**src/rtl/bub_pkg.sv**
```systemverilog
package bub_pkg;
    localparam int WORD_W  = 16;
    localparam int FRAME_W = WORD_W + 2;

    typedef logic [WORD_W-1:0]  word_t;
    typedef logic [FRAME_W-1:0] frame_t;

    typedef enum logic {SQ_ISSUE, SQ_WAIT} sq_state_e;
    typedef enum logic [1:0] {DR_IDLE, DR_LOAD, DR_SEND} dr_state_e;

    typedef struct packed {
        logic full;
        logic empty;
    } fifo_flags_t;

    // stop bit at the top, start bit at the bottom; shifted out LSB first
    function automatic frame_t make_frame(word_t w);
        return {1'b1, w, 1'b0};
    endfunction

    function automatic int tick_div(int clk_hz, int baud, int ovs);
        int d;
        d = clk_hz / (baud * ovs);
        return (d < 1) ? 1 : d;
    endfunction
endpackage

```
**src/rtl/bub_fifo.sv**
```systemverilog
module bub_fifo
    import bub_pkg::*;
#(
    parameter int DEPTH = 128
) (
    input  logic        clk,
    input  logic        rst,
    input  logic        wr_req,
    input  word_t       wr_data,
    input  logic        rd_req,
    output word_t       rd_data,
    output fifo_flags_t flags,
    output logic        overflow
);
    localparam int AW = (DEPTH > 1) ? $clog2(DEPTH) : 1;
    localparam int CW = $clog2(DEPTH + 1);

    word_t          mem [DEPTH];
    logic [AW-1:0]  wptr, rptr;
    logic [CW-1:0]  count;
    logic           wr_ok, rd_ok;

    assign flags.full  = (count == CW'(DEPTH));
    assign flags.empty = (count == '0);
    assign wr_ok = wr_req && !flags.full;
    assign rd_ok = rd_req && !flags.empty;

    function automatic logic [AW-1:0] bump(logic [AW-1:0] p);
        return (p == AW'(DEPTH - 1)) ? '0 : p + 1'b1;
    endfunction

    always_ff @(posedge clk) begin
        if (wr_ok) mem[wptr] <= wr_data;
    end

    always_ff @(posedge clk) begin
        if (rst) begin
            wptr     <= '0;
            rptr     <= '0;
            count    <= '0;
            rd_data  <= '0;
            overflow <= 1'b0;
        end else begin
            overflow <= wr_req && flags.full;
            if (wr_ok) wptr <= bump(wptr);
            if (rd_ok) begin
                rptr    <= bump(rptr);
                rd_data <= mem[rptr];
            end
            case ({wr_ok, rd_ok})
                2'b10:   count <= count + 1'b1;
                2'b01:   count <= count - 1'b1;
                default: count <= count;
            endcase
        end
    end
endmodule

```
**src/rtl/bub_uart_tx.sv**
```systemverilog
module bub_uart_tx
    import bub_pkg::*;
#(
    parameter int TICK_DIV = 651,
    parameter int OVS      = 8
) (
    input  logic  clk,
    input  logic  rst,
    input  logic  start,
    input  word_t data,
    output logic  line,
    output logic  busy,
    output logic  done
);
    localparam int DW = $clog2(TICK_DIV + 1);
    localparam int SW = $clog2(OVS + 1);
    localparam int BW = $clog2(FRAME_W + 1);

    frame_t        sreg;
    logic [DW-1:0] div;
    logic [SW-1:0] sub;
    logic [BW-1:0] bitn;

    assign line = busy ? sreg[0] : 1'b1;

    always_ff @(posedge clk) begin
        if (rst) begin
            busy <= 1'b0;
            done <= 1'b0;
            sreg <= '1;
            div  <= '0;
            sub  <= '0;
            bitn <= '0;
        end else begin
            done <= 1'b0;
            if (!busy) begin
                if (start) begin
                    busy <= 1'b1;
                    sreg <= make_frame(data);
                    div  <= '0;
                    sub  <= '0;
                    bitn <= '0;
                end
            end else if (div == DW'(TICK_DIV - 1)) begin
                div <= '0;
                if (sub == SW'(OVS - 1)) begin
                    sub  <= '0;
                    sreg <= {1'b1, sreg[FRAME_W-1:1]};
                    if (bitn == BW'(FRAME_W - 1)) begin
                        busy <= 1'b0;
                        done <= 1'b1;
                    end else begin
                        bitn <= bitn + 1'b1;
                    end
                end else begin
                    sub <= sub + 1'b1;
                end
            end else begin
                div <= div + 1'b1;
            end
        end
    end
endmodule

```
**src/rtl/bub_seq.sv**
```systemverilog
module bub_seq
    import bub_pkg::*;
(
    input  logic        clk,
    input  logic        rst,
    input  logic        start_en,
    input  fifo_flags_t flags,
    input  logic        adc_valid,
    input  logic        tx_done,
    output logic        conv_req,
    output logic        rd_req,
    output logic        tx_start
);
    sq_state_e sq;
    dr_state_e dr;
    logic      drain_on;

    assign rd_req   = (dr == DR_IDLE) && (drain_on || flags.full) && !flags.empty;
    assign tx_start = (dr == DR_LOAD);

    always_ff @(posedge clk) begin
        if (rst) begin
            sq       <= SQ_ISSUE;
            conv_req <= 1'b0;
        end else begin
            conv_req <= 1'b0;
            case (sq)
                SQ_ISSUE: if (start_en && !flags.full) begin
                    conv_req <= 1'b1;
                    sq       <= SQ_WAIT;
                end
                SQ_WAIT: if (adc_valid) sq <= SQ_ISSUE;
                default: sq <= SQ_ISSUE;
            endcase
        end
    end

    always_ff @(posedge clk) begin
        if (rst) begin
            dr       <= DR_IDLE;
            drain_on <= 1'b0;
        end else begin
            if (flags.full)       drain_on <= 1'b1;
            else if (flags.empty) drain_on <= 1'b0;
            case (dr)
                DR_IDLE: if (rd_req)  dr <= DR_LOAD;
                DR_LOAD:              dr <= DR_SEND;
                DR_SEND: if (tx_done) dr <= DR_IDLE;
                default:              dr <= DR_IDLE;
            endcase
        end
    end
endmodule

```
**src/rtl/bub_top.sv**
```systemverilog
module bub_top
    import bub_pkg::*;
#(
    parameter int DEPTH  = 128,
    parameter int CLK_HZ = 50_000_000,
    parameter int BAUD   = 9600,
    parameter int OVS    = 8
) (
    input  logic              clk,
    input  logic              rst,
    input  logic              start_en,
    input  logic [WORD_W-1:0] adc_data,
    input  logic              adc_valid,
    output logic              conv_req,
    output logic              tx_line,
    output logic              tx_busy,
    output logic              tx_done,
    output logic              fifo_full,
    output logic              fifo_empty,
    output logic              overflow
);
    localparam int TICK_DIV = tick_div(CLK_HZ, BAUD, OVS);

    fifo_flags_t flags;
    word_t       rd_data;
    logic        rd_req, tx_start;

    assign fifo_full  = flags.full;
    assign fifo_empty = flags.empty;

    bub_fifo #(.DEPTH(DEPTH)) u_fifo (
        .clk(clk), .rst(rst),
        .wr_req(adc_valid), .wr_data(adc_data),
        .rd_req(rd_req), .rd_data(rd_data),
        .flags(flags), .overflow(overflow)
    );

    bub_seq u_seq (
        .clk(clk), .rst(rst), .start_en(start_en), .flags(flags),
        .adc_valid(adc_valid), .tx_done(tx_done),
        .conv_req(conv_req), .rd_req(rd_req), .tx_start(tx_start)
    );

    bub_uart_tx #(.TICK_DIV(TICK_DIV), .OVS(OVS)) u_tx (
        .clk(clk), .rst(rst), .start(tx_start), .data(rd_data),
        .line(tx_line), .busy(tx_busy), .done(tx_done)
    );
endmodule

```
**config.mk**
```make
export PLATFORM = sky130hd
export DESIGN_NAME = bub_top
export DESIGN_NICKNAME = d
export VERILOG_FILES = /design/src/rtl/bub_pkg.sv /design/src/rtl/bub_fifo.sv /design/src/rtl/bub_uart_tx.sv /design/src/rtl/bub_seq.sv /design/src/rtl/bub_top.sv
export SDC_FILE = /design/constraint.sdc
export NUM_CORES = 2
export LEC_CHECK = 0
export BUFFER_PORTS_ARGS = -buffer_cell sky130_fd_sc_hd__buf_2
export CELL_PAD_IN_SITES_DETAIL_PLACEMENT = 1
export CELL_PAD_IN_SITES_GLOBAL_PLACEMENT = 2
export CORE_ASPECT_RATIO = 1.25
export CORE_MARGIN = 4
export CORE_UTILIZATION = 35
export CTS_CLUSTER_SIZE = 30
export DETAILED_ROUTE_END_ITERATION = 10
export PLACE_DENSITY = 0.66
export REMOVE_ABC_BUFFERS = 1
export SLEW_MARGIN = 25
export SYNTH_ARGS = -nofsm -noshare
export SYNTH_HDL_FRONTEND = slang
export SYNTH_SLANG_ARGS = --single-unit
```
**constraint.sdc**
```tcl
create_clock -name clk -period 4.6 [get_ports clk]
set_clock_uncertainty 0.2 [all_clocks]
set_input_delay 1.38 -clock clk [delete_from_list [all_inputs] [get_ports clk]]
set_output_delay 1.38 -clock clk [all_outputs]
set_load 0.005 [all_outputs]
```
==> reports/results.md <==
### Global route
- met3 usage in global routing: 2.486%
- initial antenna violation count: 6
- Tot GR Track Use: 19.01%
- remaining global-route overflow: 0
- met2 layer usage reported by global route: 33.30%
- M1 GR Usage: 24.47%
- pin count of the biggest net entering global routing: 129
- global routing's busiest layer: met2
- via count of the first global-routing pass: 43290
- first-pass GRT wire length: 330800 um

### Routing
- number of vias per cell after detailed routing: 5.438
- vias post-DR: 40816
- final routed wire length divided by cell count: 30.71 um
- number of iterations in the first detailed-routing pass: 5
- Detailed Route WL: 230500 um
- DRC violation total after the first TritonRoute iteration: 3543
- post-route antenna net violation count: 0
- DRC violation count after routing: 0

### Final layout
- synthesis-to-layout area growth: 15.17%
- Nets: 4281
- leading cell type in the layout, fill and taps excluded: sky130_fd_sc_hd__edfxtp_1
- most frequent cells in the layout: sky130_fd_sc_hd__edfxtp_1, sky130_fd_sc_hd__mux4_2, sky130_fd_sc_hd__buf_4
- final instance area: 0.09432 mm2
- layout cells sized above 1: 26.24%

### STA
- crit path time final: 4.107 ns
- setup slack of the critical path after layout: 0.4926 ns
- sum of negative setup slack: 0 ns
- Worst-Margin Slew: 1.039 ns
- Slew Limit Headroom: 30.73%
- Final Hold Vio Count: 0
- highest attainable clock frequency: 0.2435 GHz
- final clock period utilization by the worst path: 89.29%
- setup repair after global routing missed its margin: no
- worst hold slack after final layout: 0.2400 ns
- setup-violating endpoint count in the final report: 0
- Final Max Tran Viols: 0

### Critical path
- critical-path cell with the highest stage delay: sky130_fd_sc_hd__or4_4
- worst-path maximum fanout: 7
- reg2reg start: u_fifo.count[3]
- worst reg2reg setup slack: 0.49 ns
- kind of launch point of the worst setup path: register
- class of the most critical setup path: reg2reg
- Reg2Reg Capture Point: u_fifo.count[6]
- delay contributed by the slowest stage of the critical path: 0.57 ns
- Worst R2R Path Depth: 14
- CP endpoint kind: register
- Required @ worst endpoint: 5.20 ns
- Critical Path, Cell by Cell: or4_4, or3_1, a211oi_4, ha_1, buf_4, inv_1, fa_1, nor2b_1, o21ai_0, a21boi_0, o21a_1, nor3_1, or3b_2, a21oi_1
- arrival time worst endpoint: 4.71 ns

### Power
- post-layout power: 38.24 mW
- Leak: 29.04 nW
- power per standard cell area: 405.4 mW/mm2
- peak supply drop: 0.3058 mV

### Synth
- count of cell types in the netlist: 68
- most used flip-flop cell after synthesis: sky130_fd_sc_hd__edfxtp_1
- number of flip-flops and latches in the synthesized netlist: 2130
- area fraction of the dominant cell type after synthesis: 75.10%
- yosys synthesis warning count: 0
- leading cell types by total area after synthesis: sky130_fd_sc_hd__edfxtp_1, sky130_fd_sc_hd__mux4_2, sky130_fd_sc_hd__dfxtp_1
- share of async-settable or async-resettable flops after synthesis: 0%
- post-synthesis instance area: 0.08189 mm2
- largest area contributor in the synthesized netlist: sky130_fd_sc_hd__edfxtp_1
- post-synthesis cell count: 3898
- number of flops mapped to enable cells by yosys: 2048
- Avg Inst Size Synth: 21.01 um2
- Seq/Total Area, Yosys: 77.10%

### Floorplan
- die area: 0.2418 mm2
- Core Box Area: 0.2329 mm2
- starting density of the core: 35.17%
- Row Count: 198
- vertical extent of the die: 548.8 um
- # IOs: 27
- horizontal die dimension: 440.6 um

### Clock network
- maximum level of the CTS H-tree: 4
- Root Driver: sky130_fd_sc_hd__clkbuf_16
- clock transition at the registers of the reported paths: 0.06 ns
- later-pin clock latency in the skew report: 0.87 ns
- hold buffer count at CTS: 0
- clock tree from TritonCTS: done
- count of clock tree sinks: 2130
- buffer depth of the longest clock path: 4
- number of buffers inserted by post-CTS setup repair: 0
- number of resized instances in the post-cts repair step: 0
- TritonCTS buffer count: 209

### Worst hold path
- hold path depth: 1
- endpoint of the worst hold-timing path: u_seq.conv_req
- startpoint of the lowest-slack hold path: u_seq.sq
- type of the tightest min-delay check: reg2reg

### Place
- setup slack after placement: 0.3906 ns
- total cell area at the placement stage: 0.08793 mm2
- count of buffers inserted at the top-level ports: 26
- global placement routability congestion: 0.8303
- hpwl dp: 145300 um

### Status
- status: finished, final reports clean

### Job
- max-cap violation count: 0

-- kinds of logic (layout without fill, tap and decap cells) --
family / after synthesis / count (layout) / share of synthesized area [%]
flops: 2130 / 2130 / 77.10
mux: 642 / 642 / 15.12
simple gates: 451 / 451 / 2.446
compound gates: 403 / 403 / 3.510
buf+inv: 239 / 743 / 1.390
xor+xnor: 18 / 18 / 0.1925
fa+ha+maj: 15 / 15 / 0.2383
other cells: 0 / 4 / 0
-- stage by stage --
step           cells  util (%)
6_report        7506     40.50
5_1_grt         7503     40.50
2_1_floorplan   3677         -
3_3_place_gp    7135     37.76
3_5_place_dp    7135     37.76
4_1_cts         7502     40.49
-- power by group --
part / switching [mW] / internal, mW
clock: 7.29 / 9.11
sequential: 0.0109 / 21.3
combinational: 0.475 / 0.0949
-- final cells by class --
class / instances / area (um2)
diodes: 4 / 10.01
clock buffers: 255 / 5424
clock inverters: 112 / 949.7
fillers: 22186 / 138600
inverters: 18 / 72.57
multi-input cells: 1529 / 17660
flip-flops and latches: 2130 / 63160
well taps: 3100 / 3879
repair buffers: 358 / 3163
-- cells in the mapped netlist (6+ instances only) --
cell type                      n
sky130_fd_sc_hd__a21oi_1      80
sky130_fd_sc_hd__o31ai_1       6
sky130_fd_sc_hd__o211ai_1     14
sky130_fd_sc_hd__a211oi_1      8
sky130_fd_sc_hd__mux2_2       11
sky130_fd_sc_hd__mux2i_1     156
sky130_fd_sc_hd__or3_1         8
sky130_fd_sc_hd__edfxtp_1   2048
sky130_fd_sc_hd__nor3_1       16
sky130_fd_sc_hd__buf_1        31
sky130_fd_sc_hd__a22oi_1      88
sky130_fd_sc_hd__nor2_1      207
sky130_fd_sc_hd__buf_6         6
sky130_fd_sc_hd__ha_1         14
sky130_fd_sc_hd__o221ai_1     38
sky130_fd_sc_hd__mux4_2      475
sky130_fd_sc_hd__nand3b_1      6
sky130_fd_sc_hd__nand2b_1      6
sky130_fd_sc_hd__nor2b_1      13
sky130_fd_sc_hd__dfxtp_1      82
sky130_fd_sc_hd__buf_4        26
sky130_fd_sc_hd__nand4_1       8
sky130_fd_sc_hd__xor2_1        6
sky130_fd_sc_hd__nand2_1     133
sky130_fd_sc_hd__a32o_1       10
sky130_fd_sc_hd__a211o_1      15
sky130_fd_sc_hd__o22ai_1      25
sky130_fd_sc_hd__a2111oi_0     9
sky130_fd_sc_hd__inv_1        15
sky130_fd_sc_hd__nand3_1      18
sky130_fd_sc_hd__nor3b_1       6
sky130_fd_sc_hd__xnor2_1      12
sky130_fd_sc_hd__clkbuf_1     80
sky130_fd_sc_hd__a221oi_1     40
sky130_fd_sc_hd__o21ai_0      37
sky130_fd_sc_hd__and3_1        8
sky130_fd_sc_hd__buf_2        78
-- how the worst max path moves through the flow --
stage | startpoint | endpoint | slack (ns)
floorplan | u_fifo.rptr[0] | u_fifo.rd_data[5] | -21.45
global placement | adc_valid | u_fifo.count[7] | 0.29
detailed placement | adc_valid | u_fifo.count[7] | 0.39
CTS | u_fifo.count[3] | u_fifo.count[6] | 0.48
global route | u_fifo.count[3] | u_fifo.count[7] | 0.17
finish | u_fifo.count[3] | u_fifo.count[6] | 0.49
-- state kept, by name, indices dropped and copies added (netlist names) --
| signal | cells |
|---|---|
| u_tx.sreg | 17 |
| u_seq.sq | 1 |
| u_fifo.overflow | 1 |
| u_tx.bitn | 5 |
| u_tx.div | 10 |
| u_seq.dr | 2 |
| u_tx.busy | 1 |
| u_seq.drain_on | 1 |
| u_fifo.mem | 2048 |
| u_tx.done | 1 |
| u_fifo.count | 8 |
| u_fifo.wptr | 7 |
| u_fifo.rd_data | 16 |
| u_fifo.rptr | 7 |
| u_tx.sub | 4 |
| u_seq.conv_req | 1 |
-- metal layers --
metal,share of wire (%),vias up
met3,4.7,364
met1,40,22410
li1,-,16982
met5,0.0052,-
met4,3.6,2
met2,52,1058
-- critical path: cells and delay by family, from the launching register on --
family	cells	cell delay, ns
DFF	1	0.34
and+or+nand+nor	5	1.65
adders and majority gates	2	0.62
buffers and inverters	2	0.23
AOI/OAI and AO/OA	5	1.02
Note: power is estimated with default switching activity, not from simulation.
